===== src/rtl/fuse_pkg.sv =====
package fuse_pkg;

    typedef enum logic {
        SEQ_IDLE = 1'b0,
        SEQ_BUSY = 1'b1
    } seq_state_e;

    localparam logic [5:0] OFS_RDATA = 6'h04;
    localparam logic [5:0] OFS_INDEX = 6'h0C;
    localparam logic [5:0] OFS_MODE  = 6'h10;
    localparam logic [5:0] OFS_STAT  = 6'h14;
    localparam logic [5:0] OFS_RTIM  = 6'h24;

    localparam int CMD_START_BIT = 1;
    localparam int CMD_CLEAR_BIT = 2;

    localparam int ST_BUSY_BIT  = 1;
    localparam int ST_STBY_BIT  = 2;
    localparam int ST_DONE_BIT  = 4;

endpackage


===== src/rtl/fuse_array.sv =====
module fuse_array #(
    parameter int          BLK_CNT = 32,
    parameter int          WORD_W  = 16,
    parameter logic [15:0] SEED    = 16'hA5C3,
    localparam int         IDX_W   = $clog2(BLK_CNT)
) (
    input  logic [IDX_W-1:0]  idx,
    output logic [WORD_W-1:0] word
);
    logic [WORD_W-1:0] cells [BLK_CNT];

    for (genvar g = 0; g < BLK_CNT; g++) begin : g_cell
        localparam logic [31:0] MIX = 32'(g) * 32'h0000_0421;
        assign cells[g] = WORD_W'(MIX[15:0] ^ SEED);
    end

    assign word = cells[idx];
endmodule


===== src/rtl/fuse_rd_seq.sv =====
module fuse_rd_seq
    import fuse_pkg::*;
#(
    parameter int IDX_W  = 5,
    parameter int WORD_W = 16,
    parameter int TIM_W  = 8
) (
    input  logic              clk,
    input  logic              rst_n,
    input  logic              en,
    input  logic              start,
    input  logic              clr,
    input  logic [IDX_W-1:0]  idx,
    input  logic [TIM_W-1:0]  tim,
    input  logic [WORD_W-1:0] arr_word,
    output logic [IDX_W-1:0]  arr_idx,
    output logic              busy,
    output logic              standby,
    output logic              done,
    output logic [WORD_W-1:0] data
);
    typedef struct packed {
        seq_state_e        state;
        logic [TIM_W-1:0]  cnt;
        logic [IDX_W-1:0]  cap;
        logic              done;
        logic [WORD_W-1:0] data;
    } seq_regs_t;

    seq_regs_t seq_d, seq_q;
    logic      finish;

    always_comb begin
        seq_d  = seq_q;
        finish = 1'b0;
        if (!en) begin
            seq_d.state = SEQ_IDLE;
            seq_d.cnt   = '0;
            seq_d.done  = 1'b0;
        end else begin
            case (seq_q.state)
                SEQ_IDLE: begin
                    if (start) begin
                        seq_d.state = SEQ_BUSY;
                        seq_d.cnt   = (tim == '0) ? TIM_W'(1) : tim;
                        seq_d.cap   = idx;
                    end
                end
                default: begin
                    if (seq_q.cnt <= TIM_W'(1)) begin
                        seq_d.state = SEQ_IDLE;
                        seq_d.cnt   = '0;
                        seq_d.data  = arr_word;
                        seq_d.done  = 1'b1;
                        finish      = 1'b1;
                    end else begin
                        seq_d.cnt = seq_q.cnt - TIM_W'(1);
                    end
                end
            endcase
            if (clr && !finish) begin
                seq_d.done = 1'b0;
            end
        end
    end

    always_ff @(posedge clk or negedge rst_n) begin
        if (!rst_n) begin
            seq_q <= '{state: SEQ_IDLE, cnt: '0, cap: '0, done: 1'b0, data: '0};
        end else begin
            seq_q <= seq_d;
        end
    end

    assign arr_idx = seq_q.cap;
    assign busy    = en && (seq_q.state == SEQ_BUSY);
    assign standby = en && (seq_q.state == SEQ_IDLE);
    assign done    = seq_q.done;
    assign data    = seq_q.data;
endmodule


===== src/rtl/fuse_rd_ctrl.sv =====
module fuse_rd_ctrl
    import fuse_pkg::*;
#(
    parameter int          BLK_CNT   = 32,
    parameter int          WORD_W    = 16,
    parameter int          TIM_W     = 8,
    parameter int          RD_CYCLES = 4,
    parameter logic [15:0] FUSE_SEED = 16'hA5C3
) (
    input  logic        clk,
    input  logic        rst_n,
    input  logic        mod_en,
    input  logic        wr_en,
    input  logic [5:0]  addr,
    input  logic [31:0] wdata,
    output logic [31:0] rdata
);
    localparam int IDX_W = $clog2(BLK_CNT);

    typedef struct packed {
        logic [IDX_W-1:0] idx;
        logic [TIM_W-1:0] tim;
    } cfg_regs_t;

    cfg_regs_t cfg_d, cfg_q;

    logic              cmd_start, cmd_clr;
    logic [IDX_W-1:0]  arr_idx;
    logic [WORD_W-1:0] arr_word;
    logic              seq_busy, seq_standby, seq_done;
    logic [WORD_W-1:0] seq_data;
    logic [31:0]       stat_word;

    assign cmd_start = wr_en && (addr == OFS_MODE) && wdata[CMD_START_BIT];
    assign cmd_clr   = wr_en && (addr == OFS_MODE) && wdata[CMD_CLEAR_BIT];

    always_comb begin
        cfg_d = cfg_q;
        if (wr_en && (addr == OFS_INDEX)) begin
            cfg_d.idx = wdata[IDX_W-1:0];
        end
        if (wr_en && (addr == OFS_RTIM)) begin
            cfg_d.tim = wdata[TIM_W-1:0];
        end
    end

    always_ff @(posedge clk or negedge rst_n) begin
        if (!rst_n) begin
            cfg_q <= '{idx: '0, tim: TIM_W'(RD_CYCLES)};
        end else begin
            cfg_q <= cfg_d;
        end
    end

    fuse_array #(
        .BLK_CNT (BLK_CNT),
        .WORD_W  (WORD_W),
        .SEED    (FUSE_SEED)
    ) u_array (
        .idx  (arr_idx),
        .word (arr_word)
    );

    fuse_rd_seq #(
        .IDX_W  (IDX_W),
        .WORD_W (WORD_W),
        .TIM_W  (TIM_W)
    ) u_seq (
        .clk      (clk),
        .rst_n    (rst_n),
        .en       (mod_en),
        .start    (cmd_start),
        .clr      (cmd_clr),
        .idx      (cfg_q.idx),
        .tim      (cfg_q.tim),
        .arr_word (arr_word),
        .arr_idx  (arr_idx),
        .busy     (seq_busy),
        .standby  (seq_standby),
        .done     (seq_done),
        .data     (seq_data)
    );

    always_comb begin
        stat_word = '0;
        if (mod_en) begin
            stat_word[ST_BUSY_BIT] = seq_busy;
            stat_word[ST_STBY_BIT] = seq_standby;
            stat_word[ST_DONE_BIT] = seq_done;
        end
    end

    always_comb begin
        case (addr)
            OFS_RDATA: rdata = 32'(seq_data);
            OFS_INDEX: rdata = 32'(cfg_q.idx);
            OFS_STAT:  rdata = stat_word;
            OFS_RTIM:  rdata = 32'(cfg_q.tim);
            default:   rdata = '0;
        endcase
    end
endmodule


===== config.mk =====
export PLATFORM = sky130hd
export DESIGN_NAME = fuse_rd_ctrl
export DESIGN_NICKNAME = d
export VERILOG_FILES = /design/src/rtl/fuse_pkg.sv /design/src/rtl/fuse_array.sv /design/src/rtl/fuse_rd_seq.sv /design/src/rtl/fuse_rd_ctrl.sv
export SDC_FILE = /design/constraint.sdc
export NUM_CORES = 1
export LEC_CHECK = 0
export ABC_CLOCK_PERIOD_IN_PS = 2500
export BUFFER_PORTS_ARGS = -buffer_cell sky130_fd_sc_hd__buf_2
export CAP_MARGIN = 0
export CORE_MARGIN = 5
export CORE_UTILIZATION = 48
export DETAILED_ROUTE_END_ITERATION = 6
export GPL_ROUTABILITY_DRIVEN = 0
export GPL_TIMING_DRIVEN = 0
export PLACE_DENSITY = 0.82
export SETUP_SLACK_MARGIN = 0.02
export SLEW_MARGIN = 20
export SYNTH_ARGS = -nofsm -noshare
export SYNTH_HDL_FRONTEND = slang
export SYNTH_HIERARCHICAL = 1
export SYNTH_SLANG_ARGS = --single-unit

===== constraint.sdc =====
create_clock -name clk -period 2.5 [get_ports clk]
set_clock_uncertainty 0.15 [all_clocks]
set_input_delay 0.5 -clock clk [delete_from_list [all_inputs] [get_ports clk]]
set_output_delay 0.5 -clock clk [all_outputs]
set_load 0.01 [all_outputs]

; ---- After elaboration in Yosys (flattened, before gate mapping)
; Memories as Yosys holds them, arrays and structs flattened.
; Cells that the tools add are included.
; W data, S select, Z words.
[op_classes]
n_reduce_logical = 13
n_mux = 18
bitwise_logic = 2
shift = 0
magnitude_cmp = 2
add_sub_neg = 1
n_div = 0
eq_ne = 8
mul = 0
[ops]
columns = operator, n
row1 = $pmux W16 S4, 1
row2 = $mux W17, 2
row3 = $mux W16, 2
row4 = $mux W9, 2
row5 = $mux W8, 2
row6 = $mux W14, 1
row7 = $eq A6 B5 Y1 const B, 2
row8 = $ne A3 B1 Y1 const B, 3
row9 = $le A8 B1 Y1 const B, 1
row10 = $logic_and A1 B1 Y1, 8
row11 = $logic_not A8 Y1, 1
row12 = $sub A8 B1 Y8 const B, 1
row13 = $mux W1, 7
row14 = $eq A6 B3 Y1 const B, 1
row15 = $eq A6 B4 Y1 const B, 1
row16 = $eq A6 B6 Y1 const B, 1
row17 = $ge A6 B6 Y1 const B, 1
row18 = $not A5 Y6, 1
row19 = $reduce_and A3 Y1, 2
row20 = $mux W2, 1
row21 = $reduce_and A2 Y1, 1
row22 = $logic_not A1 Y1, 1
row23 = $not A1 Y1, 1
[totals]
ramBits = 0
reg_bits = 44
out_inout_bits = 32
latch_bits = 0
input_bits = 42
wordCells = 52
rom_bits = 512
memories = 1
[mem_list]
columns = memory, depth, word_bits, read_ports, rd_ports_with_merged_regs, wr, line
row1 = (name not given), 32, 16, 1, 0, 0, fuse_array.sv:17  ; assign word = cells[idx];

; ---- Longest topological paths before layout
; Gate-level depths: netlist (run 1).
[logic_depth]
ltp_word = 8
depth_mapped = 9
ltp_nobuf = 7

; ---- Cells and area by module
; The synthesis (run 1) kept the hierarchy.
[modules_own_cells]
columns = mod, cells_each, seq_area_each_um2, instances, area_per_inst_um2
row1 = fuse_rd_seq, 137, 775.7, 1, 1642.8
row2 = fuse_rd_ctrl, 97, 326.6, 1, 977.2
row3 = fuse_array, 17, 0.0, 1, 108.9

; ---- Least setup slack after synthesis (run 1)
; OpenSTA, ideal clock, no wires.
[synth_path]
kind = input to register
from = input addr[3]
to = register u_seq.seq_q, in the netlist u_seq/arr_idx[0]
path_buffers = 2
stages = 7
arrival_time_ns = 2.272
setup_ns = 0.125
slack_ns = -0.046
required_ns = 2.225
path_cell_list = clkbuf_1 nor4b_1 nor4bb_1 and2_1 and3b_1 clkbuf_1 mux2_2
[synth_between]
elab_chain_len = 4
[synth_lines]
columns = element, line
row1 = from (decl), fuse_rd_ctrl.sv:14  ; input logic [5:0] addr,
row2 = $eq A6 B5 Y1, fuse_rd_ctrl.sv:34  ; assign cmd_start = wr_en && (addr == OFS_MODE) && wdata[CMD_START_BIT];
row3 = $logic_and A1 B1 Y1 (2 in series), fuse_rd_ctrl.sv:34
row4 = named net cmd_start, fuse_rd_ctrl.sv:27  ; logic cmd_start, cmd_clr;
row5 = $reduce_and A3 Y1 (no line), -
row6 = to (signal assigned), fuse_rd_seq.sv:69  ; seq_q <= '{state: SEQ_IDLE, cnt: '0, cap: '0, done: 1'b0, data: '0};
row7 = to (signal assigned), fuse_rd_seq.sv:71  ; seq_q <= seq_d;
row8 = to (decl), fuse_rd_seq.sv:30  ; seq_regs_t seq_d, seq_q;
; The timed path passes the listed nets, and every way through them passes these cells.
; A chain may end at the register's enable or synchronous reset.

; ---- Final worst setup path (run 1)
[layout_path]
from = input addr[4]
to = output rdata[10]
[layout_between]
elab_chain_len = 2
word_cells_on_any_way = 5
cone_classes = 4 x eq/ne / 1 x mux
[layout_lines]
columns = element, line
row1 = $eq A6 B6 Y1 (tied with other cells), fuse_rd_ctrl.sv:94  ; case (addr)
row2 = $pmux W16 S4 *, fuse_rd_ctrl.sv:94
row3 = to (decl), fuse_rd_ctrl.sv:16  ; output logic [31:0] rdata
; Every way passes the cells marked *; elsewhere a longest branch is shown, timed or not.

==> results of run 1 <==
critical path: cells and delay by family:
| family | cells | cell delay, ns |
|---|---|---|
| simple gates | 3 | 0.87 |
| buf+inv | 3 | 0.39 |
cell usage after synthesis, types with 2 or more instances:
master / instances
and2_1: 10
ha_1: 2
conb_1: 2
dfrtp_1: 43
inv_1: 11
mux2i_1: 6
o21a_1: 2
a211o_1: 3
or2_2: 2
nand2b_1: 4
clkbuf_1: 6
nor3_1: 4
o21ai_0: 6
nand2_1: 8
mux2_2: 25
buf_4: 49
nor2b_1: 6
and4b_1: 2
nor2_1: 8
mux2_4: 9
o22ai_1: 2
nand3b_1: 3
a32o_1: 3
nand3_1: 2
kinds of logic after synthesis:
kind of cell / share of synthesized area (%)
compound gates: 8.44
xor+xnor: 0.321
flops: 40.4
mux: 17.5
other cells: 0.275
buf+inv: 16.4
simple gates: 15.8
fa+ha+maj: 0.917
per-layer routing:
layer	wire length (um)	part of all wire [%]	vias to the layer above
met4	117	2.0	0
li1	-	-	914
met5	0	0	-
met2	2810	48	56
met3	310	5.3	11
met1	2600	44	923
timing repair:
| item | CTS | global route |
|---|---|---|
| gates resized for setup | 4 | 7 |
| setup endpoints to repair | 13 | 15 |
| pin swaps | 1 | 1 |
| cloned | 0 | 0 |
| buffers inserted | 1 | 1 |
final timing paths:
| path | from | end | slack (ns) | depth (start not counted) |
|---|---|---|---|---|
| min reg2reg | u_seq/data[14] | u_seq/data[14] | 0.36 | 1 |
| min | rst_n | u_seq/seq_q[23] | 0.05 | 1 |
| max | addr[4] | rdata[10] | 0.09 | 6 |
| min in group clk | wdata[7] | cfg_q[7] | 0.29 | 2 |
| max reg2reg | u_seq/seq_q[25] | u_seq/seq_q[25] | 0.26 | 4 |
| max in group asynchronous | rst_n | cfg_q[0] | 1.76 | 1 |
placed cells by master, fill, tap and decap left out, types with 8 or more instances in the layout:
| master | synthesis | final |
|---|---|---|
| dfrtp_1 | 43 | 43 |
| conb_1 | 2 | 17 |
| mux2_4 | 9 | 9 |
| inv_1 | 11 | 11 |
| and2_1 | 10 | 9 |
| mux2_2 | 25 | 25 |
| nor2_1 | 8 | 8 |
| buf_4 | 49 | 51 |
| buf_2 | 0 | 31 |
| nand2_1 | 8 | 8 |
cell type report:
type                       instances  area share (%)
clock buffer                       7            2.72
tap                               72            2.84
timing repair buffer              33            5.55
multi-input combinational        154            39.7
sequential                        44            34.7
buffer                            57            13.0
clock inverter                     1           0.236
inverter                          11            1.30
flip-flops by register name (all words and copies together) (netlist names):
signal         count
u_seq/arr_idx      5
u_seq/data        16
u_seq/done         1
u_seq/seq_q        9
cfg_q             13
report_power, final:
group | switching, mW | internal, mW
Combinational | 0.101 | 0.106
Sequential | 0.0341 | 0.750
Clock | 0.241 | 0.225
Total | 0.376 | 1.08
==> flow_metrics.tcl, run 1 <==
set metrics [dict create \
    status "finished, final reports clean" \
    rsz0062_at_grt "true" \
    cp.required_ns 1.85 \
    yosysTopAreaCell "dfrtp_1" \
    cts.sinks 44 \
    antenna_cells 0 \
    final_cells 379 \
    cp_cell_sequence "buf_2 > or4b_4 > nor3_4 > buf_6 > and2_1 > buf_2" \
    ant_nets 0 \
    cpMostUsedCell "buf_2" \
    synth_ff_type "dfrtp_1" \
    via_per_inst 5.02 \
    start_util_pct 49.6 \
    worst_pin_slew_ns 0.655 \
    syn_inst 251 \
    multi_input_area_um2 1260 \
    clockRootBuffer "clkbuf_8" \
    coreArea_um2 5510 \
    via_count 1904 \
    avgSynthCellArea_um2 10.9 \
    worstPathArrival_ns 1.76 \
    drtIter0Drc 186 \
    synth_edf_count 0 \
    ys_top_cells_by_area "dfrtp_1 39%, buf_4 13%, mux2_2 10%" \
    ys_seq_area_share_pct 40.4 \
    cts_buffers 5 \
    ys_types 57 \
    routedWlPerCell_um 15.4 \
    synth_top_area_share_pct 39.4 \
    grt_pass1_vias 1930 \
    busiest_layer "met2" \
    post_dp_cell_area_um2 3030 \
    cap_violations 0 \
    grt_use_met1_pct 22.1 \
    tns_ns 0 \
    netlist_area_um2 2730 \
    vdd_drop_max_v 0.000335 \
    die_w_um 85.4 \
    cp_max_fo 8 \
    crit_path_end_kind "output pin" \
    grt_pass1_wl_mm 9.47 \
    fmax_mhz 414 \
    die-area_um2 7290 \
    yosys_register_bits 44 \
    worst_setup_path_start_kind "primary input" \
    finalHoldViolCount 0 \
    fillCellCount 460 \
    grt_antenna_before_repair 0 \
    hpwl_mm 4.32 \
    maxSlewHeadroom_pct 56.2 \
    hold_class "in2async" \
    grt_use_met3_pct 3.59 \
    row_count 27 \
    critPathMaxStageDelay_ns 0.56 \
    worst-setup-path-type "in2out" \
    grt_overflow_total 0 \
    clk_latency_ns 0.30 \
    ys_async_sr_fraction_pct 100 \
    drt_wl_total_mm 5.84 \
    port_buffers 31 \
    synthToLayoutAreaGrowth_pct 16.4 \
    power_density_nw_per_um2 459 \
    drv_slew 0 \
    setup_viol 0 \
    drive_gt1_share_pct 47.9 \
    seq_area_um2 1100 \
    post-route-period-util_pct 96.6 \
    placed_cells 369 \
    power_mw 1.46 \
    layout_min_cycle_time_ns 2.41 \
    drc_errors 0 \
    place_worst_setup_slack_ns -0.445 \
    stdcell_area_um2 3180 \
    holdWs_ns 0.0465 \
    grt_use_total_pct 16.8 \
    utilization_pct 57.7 \
    met2_usage_pct 27.0 \
    firstDrtPassIters 4 \
    path_clk_slew_ns 0.08 \
    nets 350 \
    pin_count 74 \
    ctsHoldBuffers 0 \
    cts_tree "built" \
    yosysWarnings 6 \
    slowest_stage "or4b_4" \
    p_leak_nw 1.69 \
    die_y_um 85.4 \
    grt_max_degree 45 \
    fin_ws_ns 0.0860 \
    htree_levels 2 \
    clk_path_buf_depth 2 \
]
Note: power is estimated with default switching activity, not from simulation.
==> run 2: changes to the inputs <==
--- a/config.mk
+++ b/config.mk
@@ -13,10 +13,9 @@
 export DETAILED_ROUTE_END_ITERATION = 6
 export GPL_ROUTABILITY_DRIVEN = 0
 export GPL_TIMING_DRIVEN = 0
-export PLACE_DENSITY = 0.82
+export PLACE_DENSITY = 0.85
 export SETUP_SLACK_MARGIN = 0.02
-export SLEW_MARGIN = 20
+export SLEW_MARGIN = 30
 export SYNTH_ARGS = -nofsm -noshare
 export SYNTH_HDL_FRONTEND = slang
-export SYNTH_HIERARCHICAL = 1
 export SYNTH_SLANG_ARGS = --single-unit
==> run 2 against run 1 <==
  * Die area is 20% lower
  * Hold slack improved by 0.10 ns
  * Clock-buffer cell count fell by 1
  * Largest power group unchanged
==> flow_metrics.tcl, run 2 <==
set metrics [dict create \
    status "finished, final reports clean" \
    place_worst_setup_slack_ns -0.194 \
    worst_setup_path_start_kind "primary input" \
    worst-setup-path-type "in2out" \
    final_cell_mix "37 x dfrtp_1, 34 x buf_2, 22 x mux2_2" \
    clockRootBuffer "clkbuf_8" \
    die-area_um2 5860 \
    fillCellCount 352 \
    largest_register "cfg_q" \
    ys_top_cells_by_area "dfrtp_1 44%, mux2_2 12%, buf_4 6.4%" \
    port_buffers 32 \
    seq_area_um2 952 \
    cap_violations 0 \
    rsz0062_at_grt "false" \
    synth_commonest_cells "37 x dfrtp_1, 22 x mux2_2, 19 x nand2_1, 18 x buf_4, 14 x nor2_1" \
    via_per_inst 5.56 \
    drive_gt1_share_pct 36.0 \
    power_density_nw_per_um2 617 \
    clk_path_buf_depth 2 \
    slowest_stage "or4b_2" \
    clk_latency_ns 0.30 \
    path_clk_slew_ns 0.08 \
    grt_max_degree 39 \
    worst_pin_slew_ns 0.841 \
    multi_input_area_um2 1040 \
    hold_class "in2async" \
    drt_wl_total_mm 5.09 \
    antenna_cells 0 \
    drc_errors 0 \
    yosysWarnings 0 \
    post-route-period-util_pct 98.0 \
    cp_max_fo 6 \
    fin_ws_ns 0.0494 \
    avgSynthCellArea_um2 10.3 \
    layout_min_cycle_time_ns 2.45 \
    netlist_area_um2 2130 \
    coreArea_um2 4320 \
    crit_path_end_kind "output pin" \
    cpMostUsedCell "buf_2" \
    synthToLayoutAreaGrowth_pct 20.6 \
    r2r_cells 6 \
    ys_types 49 \
    maxSlewHeadroom_pct 43.7 \
    row_count 24 \
    pin_count 74 \
    ys_async_sr_fraction_pct 100 \
    yosysTopAreaCell "dfrtp_1" \
    worstPathArrival_ns 1.80 \
    drv_slew 0 \
    yosys_register_bits 38 \
    die_w_um 76.6 \
    ys_seq_area_share_pct 44.8 \
    ant_nets 0 \
    ctsHoldBuffers 0 \
    grt_pass1_vias 1743 \
    hpwl_mm 3.83 \
    nets 304 \
    utilization_pct 59.3 \
    synth_edf_count 0 \
    grt_use_total_pct 17.5 \
    die_y_um 76.6 \
    grt_pass1_wl_mm 8.35 \
    cts_tree "built" \
    cp.required_ns 1.85 \
    layout_commonest_cell "dfrtp_1" \
    via_count 1740 \
    firstDrtPassIters 5 \
    grt_overflow_total 0 \
    synth.most_common_cell "dfrtp_1" \
    setup_viol 0 \
    holdWs_ns 0.150 \
    post_cts_buffers 0 \
    cts_buffers 5 \
    grt_antenna_before_repair 0 \
    finalHoldViolCount 0 \
    largest_register_ff_count 13 \
    cp_cell_sequence "buf_2 > or4b_2 > o22ai_1 > buf_2" \
    drtIter0Drc 198 \
    cts.sinks 38 \
    critPathMaxStageDelay_ns 0.77 \
    synth_ff_type "dfrtp_1" \
    vdd_drop_max_v 0.000401 \
    routedWlPerCell_um 16.2 \
    htree_levels 2 \
    synth_top_area_share_pct 43.6 \
    syn_inst 207 \
    p_leak_nw 1.30 \
    start_util_pct 49.2 \
    fmax_mhz 408 \
]
run 2: changes by cell type after synthesis, moves of 8 or more:
cell	delta
nand2_1	+11
a21oi_1	+9
mux2_4	-8
buf_4	-31
run 2: logic make-up (layout without fill, tap and decap cells):
kind of cell	count (synthesis)	after routing	share of synthesized area (%)
and+or+nand+nor	65	65	16.3
AOI/OAI and AO/OA	40	40	12.3
DFF	38	38	44.8
buffers and inverters	31	70	9.59
muxes	30	30	15.7
adders and majority gates	2	2	1.18
other	1	16	0.176
run 2: where the power goes:
group | switching, mW | internal (mW)
combinational | 0.120 | 0.103
clock | 0.224 | 0.426
sequential | 0.0497 | 0.660
run 2: timing repair:
item | 4_1_cts | 5_1_grt
setup endpoints to repair | 3 | 6
gates resized for setup | 1 | 3
pin swaps | 0 | 0
hold endpoints to repair | 0 | 0
run 2: path summary, 6_finish.rpt:
check	from	endpoint	slack, ns
hold reg to reg	u_seq.data[15]	u_seq.data[15]	0.32
setup / recovery	addr[1]	rdata[4]	0.05
hold / removal	rst_n	cfg_q[12]	0.15
min in group clk	wdata[6]	cfg_q[6]	0.29
setup reg to reg	u_seq.seq_q[27]	u_seq.data[5]	0.10
max in group asynchronous	rst_n	u_seq.data[3]	1.52
run 2: area by class of cell:
cell class | instances | share of cell area [%]
plain buffers | 25 | 7.13
clock buffers | 6 | 3.22
clock inverters | 2 | 2.34
inverters | 5 | 0.732
multi-input cells | 153 | 40.7
flip-flops and latches | 38 | 37.1
well taps | 52 | 2.54
repair buffers | 32 | 6.25
run 2: through the flow:
stage / instances / power (mW) / setup TNS, ns / instance area, um^2
6_report: 313 / 1.58 / 0 / 2560
5_1_grt: 313 / 1.64 / 0 / 2560
4_1_cts: 313 / 1.58 / 0 / 2550
3_5_place_dp: 306 / 0.937 / -0.958 / 2410
3_3_place_gp: 306 / 0.923 / -0.408 / 2410
2_1_floorplan: 222 / 0.859 / 0 / 2180
run 2: worst max-delay path, delay by kind of cell:
family          cells  cell delay [ns]
compound gates      1             0.25
buf+inv             2             0.28
simple gates        1             0.77
run 2: per-layer routing:
metal | part of all wire (%) | vias to the layer above | track usage [%]
met5 | 0 | - | 0
met1 | 40 | 833 | 22.1
li1 | - | 810 | -
met3 | 9.6 | 12 | 5.44
met2 | 48 | 85 | 27.5
met4 | 2.5 | 0 | 7.17
